$ cat config.mk
export PLATFORM = sky130hd
export DESIGN_NAME = secded_codec
export DESIGN_NICKNAME = d
export VERILOG_FILES = /design/src/rtl/secded_pkg.sv /design/src/rtl/secded_encoder.sv /design/src/rtl/secded_syndrome.sv /design/src/rtl/secded_corrector.sv /design/src/rtl/secded_codec.sv
export SDC_FILE = /design/constraint.sdc
export NUM_CORES = 1
export LEC_CHECK = 0
export BUFFER_PORTS_ARGS = -buffer_cell sky130_fd_sc_hd__buf_2
export CORE_ASPECT_RATIO = 0.8
export CORE_MARGIN = 3
export CORE_UTILIZATION = 57
export CTS_CLUSTER_SIZE = 14
export DETAILED_ROUTE_END_ITERATION = 10
export GPL_TIMING_DRIVEN = 1
export HOLD_SLACK_MARGIN = 0.03
export PLACE_DENSITY = 0.85
export SYNTH_ARGS = -nofsm -noshare
export SYNTH_HDL_FRONTEND = slang
export SYNTH_SLANG_ARGS = --single-unit
export TNS_END_PERCENT = 1
$ cat constraint.sdc
create_clock -name clk -period 5.76 [get_ports clk]
set_clock_uncertainty 0.2 [all_clocks]
set_input_delay 1.152 -clock clk [delete_from_list [all_inputs] [get_ports clk]]
set_output_delay 1.152 -clock clk [all_outputs]
set_load 0.01 [all_outputs]
$ cat src/rtl/secded_pkg.sv
// Shared sizes and constant helpers for the 40-bit SECDED codec.
// Assumes the parent Hamming code has 2**HAM_W - 1 positions and that the
// codeword uses positions 0..CW_W-1, with position 0 holding overall parity.
package secded_pkg;
    localparam int DATA_W   = 40;
    localparam int HAM_W    = 6;
    localparam int CW_W     = DATA_W + HAM_W + 1;
    localparam int LAST_POS = CW_W - 1;
    localparam int HALF_W   = DATA_W / 2;

    // True when p is a nonzero power of two (a check-bit position).
    function automatic bit is_check_pos(int p);
        return (p != 0) && ((p & (p - 1)) == 0);
    endfunction

    // Codeword position of payload bit idx.
    function automatic int data_pos(int idx);
        int cnt;
        cnt = 0;
        for (int p = 1; p <= LAST_POS; p++) begin
            if (!is_check_pos(p)) begin
                if (cnt == idx) return p;
                cnt++;
            end
        end
        return 0;
    endfunction

    // Positions covered by check bit k (bit k of the position index set).
    function automatic logic [CW_W-1:0] check_mask(int k);
        logic [CW_W-1:0] m;
        m = '0;
        for (int p = 1; p <= LAST_POS; p++) begin
            m[p] = ((p >> k) & 1) != 0;
        end
        return m;
    endfunction
endpackage

$ cat src/rtl/secded_encoder.sv
// Two-stage SECDED encoder.
// Stage 1 places the payload into its codeword positions, forms the six
// Hamming check bits with XOR trees, and splits the wide overall parity into
// two partial XORs. Stage 2 inserts the check bits and folds the partials
// into bit 0. Assumes no backpressure.
module secded_encoder
    import secded_pkg::*;
(
    input  logic              clk,
    input  logic              rst_n,
    input  logic              in_valid,
    input  logic [DATA_W-1:0] in_data,
    output logic              out_valid,
    output logic [CW_W-1:0]   out_word
);
    logic [CW_W-1:0]  placed;
    logic [HAM_W-1:0] ham;
    logic [CW_W-1:0]  s1_placed;
    logic [HAM_W-1:0] s1_ham;
    logic             s1_par_lo;
    logic             s1_par_hi;
    logic             s1_valid;
    logic [CW_W-1:0]  word_c;

    // Scatter payload bits into their non-power-of-two positions.
    always_comb begin
        placed = '0;
        for (int i = 0; i < DATA_W; i++) begin
            placed[data_pos(i)] = in_data[i];
        end
    end

    // One XOR tree per check bit over the positions it covers.
    for (genvar k = 0; k < HAM_W; k++) begin : g_ham
        localparam logic [CW_W-1:0] MASK = check_mask(k);
        assign ham[k] = ^(placed & MASK);
    end

    // Stage 1 registers: placed payload, check bits, partial parities.
    always_ff @(posedge clk) begin
        if (!rst_n) begin
            s1_valid  <= 1'b0;
            s1_placed <= '0;
            s1_ham    <= '0;
            s1_par_lo <= 1'b0;
            s1_par_hi <= 1'b0;
        end else begin
            s1_valid  <= in_valid;
            s1_placed <= placed;
            s1_ham    <= ham;
            s1_par_lo <= ^in_data[HALF_W-1:0];
            s1_par_hi <= ^in_data[DATA_W-1:HALF_W];
        end
    end

    // Insert check bits and the folded overall parity.
    always_comb begin
        word_c = s1_placed;
        for (int k = 0; k < HAM_W; k++) begin
            word_c[1 << k] = s1_ham[k];
        end
        word_c[0] = s1_par_lo ^ s1_par_hi ^ (^s1_ham);
    end

    // Stage 2 output register.
    always_ff @(posedge clk) begin
        if (!rst_n) begin
            out_valid <= 1'b0;
            out_word  <= '0;
        end else begin
            out_valid <= s1_valid;
            out_word  <= word_c;
        end
    end

    assert_enc_latency_R2: assert property (@(posedge clk) disable iff (!rst_n)
        $past(rst_n) |-> (s1_valid == $past(in_valid)));
    assert_enc_even_word_R1: assert property (@(posedge clk) disable iff (!rst_n)
        out_valid |-> (^out_word == 1'b0));
endmodule

$ cat src/rtl/secded_syndrome.sv
// Decoder stage 1: computes the 6-bit syndrome and the overall parity of the
// received word, and gathers the payload bits. Assumes no backpressure.
module secded_syndrome
    import secded_pkg::*;
(
    input  logic              clk,
    input  logic              rst_n,
    input  logic              in_valid,
    input  logic [CW_W-1:0]   in_word,
    output logic              s1_valid,
    output logic [HAM_W-1:0]  s1_syn,
    output logic              s1_par_err,
    output logic [DATA_W-1:0] s1_data
);
    logic [HAM_W-1:0]  syn_c;
    logic [DATA_W-1:0] data_c;

    // Syndrome bit k re-checks every position with bit k of its index set.
    for (genvar k = 0; k < HAM_W; k++) begin : g_syn
        localparam logic [CW_W-1:0] MASK = check_mask(k);
        assign syn_c[k] = ^(in_word & MASK);
    end

    // Gather payload bits back out of the codeword.
    for (genvar i = 0; i < DATA_W; i++) begin : g_gather
        localparam int POS = data_pos(i);
        assign data_c[i] = in_word[POS];
    end

    // Stage 1 registers.
    always_ff @(posedge clk) begin
        if (!rst_n) begin
            s1_valid   <= 1'b0;
            s1_syn     <= '0;
            s1_par_err <= 1'b0;
            s1_data    <= '0;
        end else begin
            s1_valid   <= in_valid;
            s1_syn     <= syn_c;
            s1_par_err <= ^in_word;
            s1_data    <= data_c;
        end
    end

    assert_dec_stage_latency_R3: assert property (@(posedge clk) disable iff (!rst_n)
        $past(rst_n) |-> (s1_valid == $past(in_valid)));
endmodule

$ cat src/rtl/secded_corrector.sv
// Decoder stage 2: a syndrome-indexed table picks the payload bit to flip.
// In parallel, the parity result classifies the word as clean, corrected or
// uncorrectable. Syndromes beyond the last used position are uncorrectable.
module secded_corrector
    import secded_pkg::*;
(
    input  logic              clk,
    input  logic              rst_n,
    input  logic              s1_valid,
    input  logic [HAM_W-1:0]  s1_syn,
    input  logic              s1_par_err,
    input  logic [DATA_W-1:0] s1_data,
    output logic              out_valid,
    output logic [DATA_W-1:0] out_data,
    output logic              out_corrected,
    output logic              out_uncorrectable
);
    localparam logic [HAM_W-1:0] LAST_SYN = HAM_W'(LAST_POS);

    logic [DATA_W-1:0] flip;
    logic              in_range;
    logic              corr_c;
    logic              unc_c;

    // Correction table: one-hot flip mask decoded from the syndrome.
    for (genvar i = 0; i < DATA_W; i++) begin : g_flip
        localparam logic [HAM_W-1:0] POS = HAM_W'(data_pos(i));
        assign flip[i] = (s1_syn == POS);
    end

    // Classify the word from its syndrome and parity mismatch.
    always_comb begin
        in_range = (s1_syn <= LAST_SYN);
        corr_c   = s1_par_err && in_range;
        unc_c    = (!s1_par_err && (s1_syn != '0)) || (s1_par_err && !in_range);
    end

    // Stage 2 output registers; flags only accompany a valid word.
    always_ff @(posedge clk) begin
        if (!rst_n) begin
            out_valid         <= 1'b0;
            out_data          <= '0;
            out_corrected     <= 1'b0;
            out_uncorrectable <= 1'b0;
        end else begin
            out_valid         <= s1_valid;
            out_data          <= s1_data ^ (flip & {DATA_W{corr_c}});
            out_corrected     <= s1_valid && corr_c;
            out_uncorrectable <= s1_valid && unc_c;
        end
    end

    assert_flags_exclusive_R9: assert property (@(posedge clk) disable iff (!rst_n)
        !(out_corrected && out_uncorrectable));
    assert_flags_need_valid_R9: assert property (@(posedge clk) disable iff (!rst_n)
        !out_valid |-> (!out_corrected && !out_uncorrectable));
    assert_out_latency_R3: assert property (@(posedge clk) disable iff (!rst_n)
        $past(rst_n) |-> (out_valid == $past(s1_valid)));
endmodule

$ cat src/rtl/secded_codec.sv
// Top level: an independent SECDED encoder path and decoder path, each
// a two-cycle pipeline taking one word per cycle with a valid strobe.
module secded_codec
    import secded_pkg::*;
(
    input  logic              clk,
    input  logic              rst_n,
    input  logic              enc_in_valid,
    input  logic [DATA_W-1:0] enc_in_data,
    output logic              enc_out_valid,
    output logic [CW_W-1:0]   enc_out_word,
    input  logic              dec_in_valid,
    input  logic [CW_W-1:0]   dec_in_word,
    output logic              dec_out_valid,
    output logic [DATA_W-1:0] dec_out_data,
    output logic              dec_out_corrected,
    output logic              dec_out_uncorrectable
);
    logic              s1_valid;
    logic [HAM_W-1:0]  s1_syn;
    logic              s1_par_err;
    logic [DATA_W-1:0] s1_data;

    secded_encoder u_enc (
        .clk       (clk),
        .rst_n     (rst_n),
        .in_valid  (enc_in_valid),
        .in_data   (enc_in_data),
        .out_valid (enc_out_valid),
        .out_word  (enc_out_word)
    );

    secded_syndrome u_syn (
        .clk        (clk),
        .rst_n      (rst_n),
        .in_valid   (dec_in_valid),
        .in_word    (dec_in_word),
        .s1_valid   (s1_valid),
        .s1_syn     (s1_syn),
        .s1_par_err (s1_par_err),
        .s1_data    (s1_data)
    );

    secded_corrector u_cor (
        .clk               (clk),
        .rst_n             (rst_n),
        .s1_valid          (s1_valid),
        .s1_syn            (s1_syn),
        .s1_par_err        (s1_par_err),
        .s1_data           (s1_data),
        .out_valid         (dec_out_valid),
        .out_data          (dec_out_data),
        .out_corrected     (dec_out_corrected),
        .out_uncorrectable (dec_out_uncorrectable)
    );
endmodule

==> results of run 1 <==
-- power by group through the flow --
stage / logic, mW / clock network (mW) / registers [mW]
finish: 0.817 / 1.23 / 1.49
global route: 0.891 / 1.30 / 1.51
detailed placement: 0.808 / 0 / 1.52
CTS: 0.819 / 1.24 / 1.49
global placement: 0.781 / 0 / 1.52
floorplan: 0.619 / 0 / 1.50
-- cells by family (layout without fill, tap and decap cells) --
logic type,after synthesis,in the layout,share of synthesized area
and+or+nand+nor,245,245,0.1998
buffers and inverters,28,214,0.01439
AOI/OAI and AO/OA,31,31,0.02690
xor gates and xnor gates,195,195,0.2435
DFF,188,188,0.5154
-- per-stage QoR --
step	hold WS, ps	setup slack [ps]	instances
floorplan	211.9	2491	687
global placement	214.0	2319	1012
detailed placement	218.4	2221	1012
CTS	234.2	2673	1044
global route	246.7	2547	1044
finish	231.1	2677	1044
-- synth_stat cells --
| cell type | n | area share |
|---|---|---|
| dfxtp_1 | 188 | 0.52 |
| and2_1 | 166 | 0.14 |
| xnor2_1 | 159 | 0.19 |
| xor2_1 | 31 | 0.037 |
| clkbuf_1 | 28 | 0.014 |
| nand2_1 | 15 | 0.0077 |
| o21ai_0 | 15 | 0.010 |
| a21boi_0 | 14 | 0.014 |
| or3_1 | 14 | 0.012 |
| nand3_1 | 12 | 0.0082 |
| nor2_1 | 10 | 0.0051 |
| nor2b_1 | 10 | 0.0086 |
| nand4_1 | 7 | 0.0060 |
| nand2b_1 | 5 | 0.0043 |
| xnor3_1 | 4 | 0.012 |
| or2_2 | 2 | 0.0017 |
| a21oi_1 | 1 | 0.00068 |
| and3_1 | 1 | 0.00086 |
| and3b_1 | 1 | 0.0012 |
| and4_1 | 1 | 0.0012 |
| nor3_1 | 1 | 0.00068 |
| o221a_2 | 1 | 0.0015 |
| xnor3_2 | 1 | 0.0033 |
-- registers in the layout, indices dropped and copies added (netlist names) --
register / flops
u_enc.s1_valid: 1
u_cor.out_valid: 1
u_syn.s1_syn: 6
u_enc.s1_par_hi: 1
u_enc.s1_placed: 40
u_enc.out_valid: 1
u_enc.s1_ham: 6
u_syn.s1_data: 40
u_enc.s1_par_lo: 1
u_enc.out_word: 47
u_cor.out_data: 40
u_syn.s1_par_err: 1
u_cor.out_corrected: 1
u_cor.out_uncorrectable: 1
u_syn.s1_valid: 1
-- final timing paths --
path,to,slack [ps],cells past startpoint
min,u_enc.out_word[27],230,1
min reg2reg,u_enc.out_word[27],230,1
max,u_syn.s1_par_err,2680,7
max reg2reg,u_cor.out_data[3],3650,4
-- routing by layer --
| layer | share of wire | GRT usage | vias to the layer above |
|---|---|---|---|
| met4 | 0.0092 | 0.06231 | 0 |
| met1 | 0.48 | 0.3335 | 2338 |
| met2 | 0.42 | 0.3423 | 181 |
| met5 | 0 | 0 | - |
| li1 | - | - | 2488 |
| met3 | 0.085 | 0.08349 | 16 |
-- worst max-delay path: cells and delay by family --
kind / cells / cell delay [ps]
simple gates: 1 / 60
buf+inv: 1 / 120
xor+xnor: 5 / 1860
-- area by class of cell --
type                            count  area, um2
Sequential cell                   188       3764
Clock inverter                     13      188.9
Tap cell                          171      214.0
Timing Repair Buffer              182      915.9
Multi-Input combinational cell    471       3433
Clock buffer                       19      432.9
Fill cell                         927       3393
==> results.sh, run 1 <==
export IMPL_pwr_share_clk=0.347
export IMPL_num_io_pins=182
export IMPL_synth_seq_cells=188
export IMPL_clk_latency_ps=430
export IMPL_ys_seq_area_frac=0.5154
export IMPL_cts_hold_buf=0
export IMPL_clockBufferDepth=2
export IMPL_rsz0062_at_grt="no"
export IMPL_swShare=0.2752
export IMPL_status="finished, final reports clean"
export IMPL_synth_fp_nets=778
export IMPL_cts_root_buf="clkbuf_16"
export IMPL_antenna_found_initial=0
export IMPL_hold_viol=0
export IMPL_drv_slew=0
export IMPL_critical_path_max_fanout=2
export IMPL_cp_end_kind="register"
export IMPL_overflow=0
export IMPL_hold_start="u_enc.s1_placed[27]"
export IMPL_crit_slowest_cell="xnor3_2"
export IMPL_nets=951
export IMPL_cts_sinks=188
export IMPL_drv_cap=0
export IMPL_final_cell_mix="dfxtp_1, buf_2, and2_1, xnor2_1, xor2_1"
export IMPL_worst_slew_pin_slew_ps=667.2
export IMPL_core_area_um2=12340
export IMPL_crit_arrival_ps=3200
export IMPL_ant_nets=0
export IMPL_final_common_cell="dfxtp_1"
export IMPL_peakVddDrop_mv=0.2370
export IMPL_power_switching_mw=0.9738
export IMPL_initialDrtViolationCount=338
export IMPL_p_per_area_nw_per_um2=395.4
export IMPL_antenna_cells=0
export IMPL_die_area_um2=14210
export IMPL_cts_buffers=17
export IMPL_dr_pass1_iters=5
export IMPL_wirelength_um=16550
export IMPL_synth_distinct_cells=23
export IMPL_vias=5023
export IMPL_post_cts_resized=0
export IMPL_r2r_start="u_syn.s1_syn[2]"
export IMPL_wl_per_cell_um=15.85
export IMPL_rows=36
export IMPL_finalSetupTns_ps=0
export IMPL_gp_congestion=0.9219
export IMPL_port_buffers=181
export IMPL_syn_instance_count=687
export IMPL_cts_tree="yes"
export IMPL_startpoint="dec_in_word[44]"
export IMPL_cp_cell_sequence="buf_2 > xnor3_1 > xnor3_2 > xnor3_1 > xnor3_1 > xnor2_1 > nor2b_1"
export IMPL_cp_start_kind="primary input"
export IMPL_combPwrFrac=0.231
export IMPL_cpMostUsedCell="xnor3_1"
export IMPL_grt_max_degree=99
export IMPL_avgSynthCellArea_um2=10.63
export IMPL_dpl_hpwl_um=12520
export IMPL_grt_pass1_vias=5016
export IMPL_grt_pass1_wl_um=25710
export IMPL_syn2layout_area_growth_pct=22.55
export IMPL_finalSetupViolCount=0
export IMPL_p_seq_frac=0.422
export IMPL_drc=0
export IMPL_stdcell_area_um2=8949
export IMPL_start_util=0.5916
export IMPL_crit_required_ps=5880
export IMPL_finalCritPeriodShare=0.5352
export IMPL_fmax_mhz=324.4
export IMPL_fp_dieW_um=132.5
export IMPL_internal_power_mw=2.564
export IMPL_p_leak_nw=3.820
export IMPL_worstSetupPathType="in2reg"
export IMPL_syn_area_um2=7302
export IMPL_clk_pin_slew_ps=70
export IMPL_cp_slowest_stage_delay_ps=470
export IMPL_cts_htree_levels=4
export IMPL_yosysWarnings=0
export IMPL_grt_use_total=0.2354
export IMPL_placed_area_um2=8327
export IMPL_slew_headroom=0.5552
export IMPL_min_path_type="reg2reg"
export IMPL_vias_per_cell=4.811
export IMPL_p_total_mw=3.538
export IMPL_min_period_ps=3083
export IMPL_fin_util=0.7251
export IMPL_layout_drive_gt1_share=0.2474
export IMPL_die_h_um=107.2
export IMPL_post_cts_buffers=0
Power figures use the tool's default switching activity.
==> run 2: changes to the inputs <==
Settings changed: CORE_UTILIZATION 57 to 53, PLACE_DENSITY 0.85 to 0.8.
Clock period 5.76 ns to 3.1 ns, I/O delays scaled along.
==> results.sh, run 2 (synthesis results as in run 1) <==
export IMPL_finalSetupViolCount=0
export IMPL_drc=0
export IMPL_fin_util=0.6762
export IMPL_layout_setup_ws_ps=572.7
export IMPL_die_area_um2=15230
export IMPL_p_total_mw=6.336
export IMPL_worst_slew_pin_slew_ps=736.3
export IMPL_dr_pass1_iters=5
export IMPL_post_cts_buffers=0
export IMPL_start_util=0.5554
export IMPL_wirelength_um=17000
export IMPL_cts_root_buf="clkbuf_16"
export IMPL_reg2reg_depth=4
export IMPL_cp_end_kind="register"
export IMPL_multi_input_area_um2=3433
export IMPL_dp_cells=1017
export IMPL_grt_pass1_vias=5113
export IMPL_p_leak_nw=3.785
export IMPL_clockBufferDepth=2
export IMPL_layout_drive_gt1_share=0.2486
export IMPL_cts_htree_levels=4
export IMPL_cts_sinks=188
export IMPL_final_common_cell="dfxtp_1"
export IMPL_initialDrtViolationCount=292
export IMPL_clk_pin_slew_ps=70
export IMPL_cp_start_kind="primary input"
export IMPL_r2r_start="u_syn.s1_syn[3]"
export IMPL_rsz0062_at_grt="no"
export IMPL_port_buffers=181
export IMPL_finalSetupTns_ps=0
export IMPL_crit_arrival_ps=2650
export IMPL_worstSetupPathType="in2reg"
export IMPL_syn2layout_area_growth_pct=21.74
export IMPL_min_to="u_syn.s1_valid"
export IMPL_largest_reg_flops=47
export IMPL_slew_headroom=0.5073
export IMPL_cts_tree="yes"
export IMPL_final_cell_mix="dfxtp_1, buf_2, and2_1, xnor2_1, xor2_1"
export IMPL_grt_max_degree=79
export IMPL_n_fill_cell=1045
export IMPL_finalNonFillerCells=1048
export IMPL_drv_slew=0
export IMPL_drv_cap=0
export IMPL_cts_buffers=17
export IMPL_antenna_cells=0
export IMPL_r2r_end="u_cor.out_data[6]"
export IMPL_overflow=0
export IMPL_grt_use_total=0.2324
export IMPL_critical_path_max_fanout=2
export IMPL_die_h_um=111.0
export IMPL_min_path_type="in2reg"
export IMPL_rows=37
export IMPL_crit_slowest_cell="xnor3_2"
export IMPL_cpMostUsedCell="xnor3_1"
export IMPL_dpl_hpwl_um=12950
export IMPL_regArea_um2=3764
export IMPL_antenna_found_initial=0
export IMPL_peakVddDrop_mv=0.4248
export IMPL_holdPathStages=2
export IMPL_regMostFlops="u_enc.out_word"
export IMPL_post_cts_resized=0
export IMPL_crit_required_ps=3220
export IMPL_min_period_ps=2527
export IMPL_cts_hold_buf=0
export IMPL_vias=5016
export IMPL_finalCritPeriodShare=0.8153
export IMPL_hold_viol=0
export IMPL_nets=952
export IMPL_num_io_pins=182
export IMPL_clk_latency_ps=430
export IMPL_place_ws_ps=115.2
export IMPL_p_per_area_nw_per_um2=712.7
export IMPL_fp_dieW_um=137.2
export IMPL_gp_congestion=0.8937
export IMPL_r2r_slack_ps=950
export IMPL_cp_slowest_stage_delay_ps=460
export IMPL_vias_per_cell=4.786
export IMPL_cp_cell_sequence="buf_2 > xnor3_1 > xnor3_2 > xnor3_1 > xnor3_1 > xnor2_1 > nor2b_1"
export IMPL_wl_per_cell_um=16.22
export IMPL_hold_start="dec_in_valid"
export IMPL_fmax_mhz=395.7
export IMPL_status="finished, final reports clean"
export IMPL_ant_nets=0
export IMPL_core_area_um2=13150
export IMPL_grt_pass1_wl_um=27060
## run 2: cell count changes in the layout (fill, tap and decap cells not counted), sizes merged
cell      change
buf           +1
clkinvlp      +2
inv           +3
bufinv        -4
clkinv        -2
## run 2: critical path, delay by kind of cell
family                 cells  cell delay [ps]
buffers and inverters      1              120
XOR/XNOR                   5             1860
AND/OR/NAND/NOR            1               60
## run 2: worst max path at each step
stage	from	to	slack, ps	cells past startpoint
3_5_place_dp	dec_in_word[44]	u_syn.s1_par_err	120	7
2_1_floorplan	dec_in_word[44]	u_syn.s1_par_err	360	6
4_1_cts	dec_in_word[44]	u_syn.s1_par_err	580	7
3_3_place_gp	dec_in_word[44]	u_syn.s1_par_err	180	7
5_1_grt	dec_in_word[44]	u_syn.s1_par_err	450	7
6_report	dec_in_word[44]	u_syn.s1_par_err	570	7
## run 2: power breakdown
| group | leakage (nW) | internal [mW] | switching (mW) |
|---|---|---|---|
| clock | 0.258 | 1.07 | 0.963 |
| combinational | 1.97 | 0.777 | 0.741 |
| sequential | 1.56 | 2.63 | 0.156 |
| total | 3.78 | 4.48 | 1.86 |
## run 2: cell type report
type                       count  share of cell area
clock buffer                  19             0.04982
clock inverter                12             0.01210
multi-input combinational    471              0.3862
sequential                   188              0.4234
tap                          175             0.02463
timing repair buffer         183              0.1039
## run 2: through the flow
step | hold slack (ps) | area [um2]
after floorplan | 211.9 | 7302
after detailed placement | 217.7 | 8339
after global routing | 198.0 | 8890
after global placement | 213.9 | 8339
after CTS | 184.2 | 8890
final | 200.3 | 8890
## run 2: routing by layer
metal	up-vias	GRT usage	routed length, um	share of wire
met4	0	0.06715	246	0.014
met1	2290	0.3513	8115	0.48
met2	218	0.3179	7002	0.41
met3	20	0.06987	1632	0.096
met5	-	0	0	0
li1	2488	-	-	-
==> run 3: changes to the inputs <==
Settings changed: CORE_UTILIZATION 53 to 48, PLACE_DENSITY 0.8 to 0.76.
Clock period 3.1 ns to 2.3 ns, I/O delays scaled along.
==> results.sh, run 3 (synthesis results as in run 1) <==
export IMPL_dpl_hpwl_um=12790
export IMPL_rsz0062_at_grt="no"
export IMPL_cp_end_kind="register"
export IMPL_grt_pass1_vias=4726
export IMPL_drv_cap=0
export IMPL_drv_slew=0
export IMPL_status="finished, final reports clean"
export IMPL_crit_buf_inv=0
export IMPL_crit_required_ps=2410
export IMPL_wl_per_cell_um=15.37
export IMPL_core_area_um2=14590
export IMPL_wirelength_um=16650
export IMPL_drc=0
export IMPL_vias_per_cell=4.621
export IMPL_layout_setup_ws_ps=169.8
export IMPL_slew_headroom=0.6335
export IMPL_fin_util=0.6324
export IMPL_critical_path_top_delay_family="simple AND/OR/NAND/NOR gates"
export IMPL_cts_root_buf="clkbuf_16"
export IMPL_regMostFlops="u_enc.out_word"
export IMPL_finalSetupTns_ps=0
export IMPL_initialDrtViolationCount=307
export IMPL_antenna_cells=0
export IMPL_fmax_mhz=469.4
export IMPL_peakVddDrop_mv=0.5480
export IMPL_die_area_um2=16740
export IMPL_worst_slew_pin_slew_ps=547.7
export IMPL_final_cell_mix="dfxtp_1, buf_2, and2_1, xnor2_1, xor2_1"
export IMPL_grt_pass1_wl_um=25690
export IMPL_final_common_cell="dfxtp_1"
export IMPL_cts_sinks=188
export IMPL_hold_slack_ps=46.18
export IMPL_cp_start_kind="register"
export IMPL_crit_slowest_cell="dfxtp_1"
export IMPL_gp_congestion=0.8717
export IMPL_start_util=0.5005
export IMPL_die_h_um=116.3
export IMPL_hold_viol=0
export IMPL_clockBufferDepth=2
export IMPL_min_period_ps=2130
export IMPL_largest_reg_flops=47
export IMPL_cts_tree="yes"
export IMPL_overflow=0
export IMPL_clk_latency_ps=420
export IMPL_post_cts_resized=0
export IMPL_cp_cell_sequence="nor2b_1 > nand3_1 > or3_1 > a21boi_0"
export IMPL_grt_use_total=0.2045
export IMPL_min_path_type="in2reg"
export IMPL_crit_arrival_ps=2240
export IMPL_dr_pass1_iters=5
export IMPL_ant_nets=0
export IMPL_clk_pin_slew_ps=70
export IMPL_num_io_pins=182
export IMPL_post_cts_buffers=0
export IMPL_worstSetupPathType="reg2reg"
export IMPL_p_total_mw=9.097
export IMPL_cts_buffers=17
export IMPL_fp_dieW_um=143.9
export IMPL_finalSetupViolCount=0
export IMPL_vias=5005
export IMPL_cp_slowest_stage_delay_ps=560
export IMPL_critical_path_max_fanout=12
export IMPL_nets=977
export IMPL_layout_drive_gt1_share=0.2692
export IMPL_p_leak_nw=3.982
export IMPL_place_ws_ps=-147.4
export IMPL_antenna_found_initial=0
export IMPL_p_per_area_nw_per_um2=986.0
export IMPL_rows=39
export IMPL_cts_hold_buf=0
export IMPL_grt_max_degree=54
export IMPL_cts_htree_levels=4
export IMPL_finalCritPeriodShare=0.9262
export IMPL_syn2layout_area_growth_pct=26.35
export IMPL_port_buffers=181
[run 3: changes by cell type in the layout (fill, tap and decap cells not counted), sizes merged]
cell	previous run	this run
buf	183	208
bufinv	0	5
clkbuf	19	20
clkinvlp	4	0
inv	6	5
[run 3: routing by layer]
layer / GRT usage / routed length (um) / up-vias
li1: - / - / 2549
met1: 0.3232 / 8533 / 2268
met2: 0.2700 / 6597 / 171
met3: 0.05239 / 1334 / 17
met4: 0.05897 / 185 / 0
met5: 0 / 0 / -
[run 3: final cells by class]
cell class                      instances  area, um2
Timing Repair Buffer                  208       1149
Clock buffer                           20      446.7
Tap cell                              184      230.2
Fill cell                            1224       5364
Sequential cell                       188       3764
Clock inverter                         12      203.9
Multi-Input combinational cell        471       3433
[run 3: power by group]
part           internal [mW]  switching [mW]  leakage [nW]
clock                   1.97            1.24         0.320
combinational           1.14           0.999          2.11
sequential              3.54           0.194          1.56
total                   6.66            2.44          3.98
[run 3: worst register-to-register path, delay by kind of cell, from the launching register on]
kind	cells	cell delay, ps
AO/OA/AOI/OAI	1	280
flip-flops	1	560
AND/OR/NAND/NOR	3	980
[run 3: path summary, 6_finish.rpt]
check | startpoint | endpoint | slack, ps | depth (start not counted)
max | u_syn.s1_syn[0] | u_cor.out_data[38] | 170 | 4
min | enc_in_valid | u_enc.s1_valid | 50 | 2
max reg2reg | u_syn.s1_syn[0] | u_cor.out_data[38] | 170 | 4
min reg2reg | u_enc.s1_placed[26] | u_enc.out_word[26] | 230 | 1
[run 3: per-stage QoR]
stage	area (um2)	cells
floorplan	7302	687
global placement	8576	1051
detailed placement	8576	1051
CTS	9226	1083
global route	9226	1083
finish	9226	1083
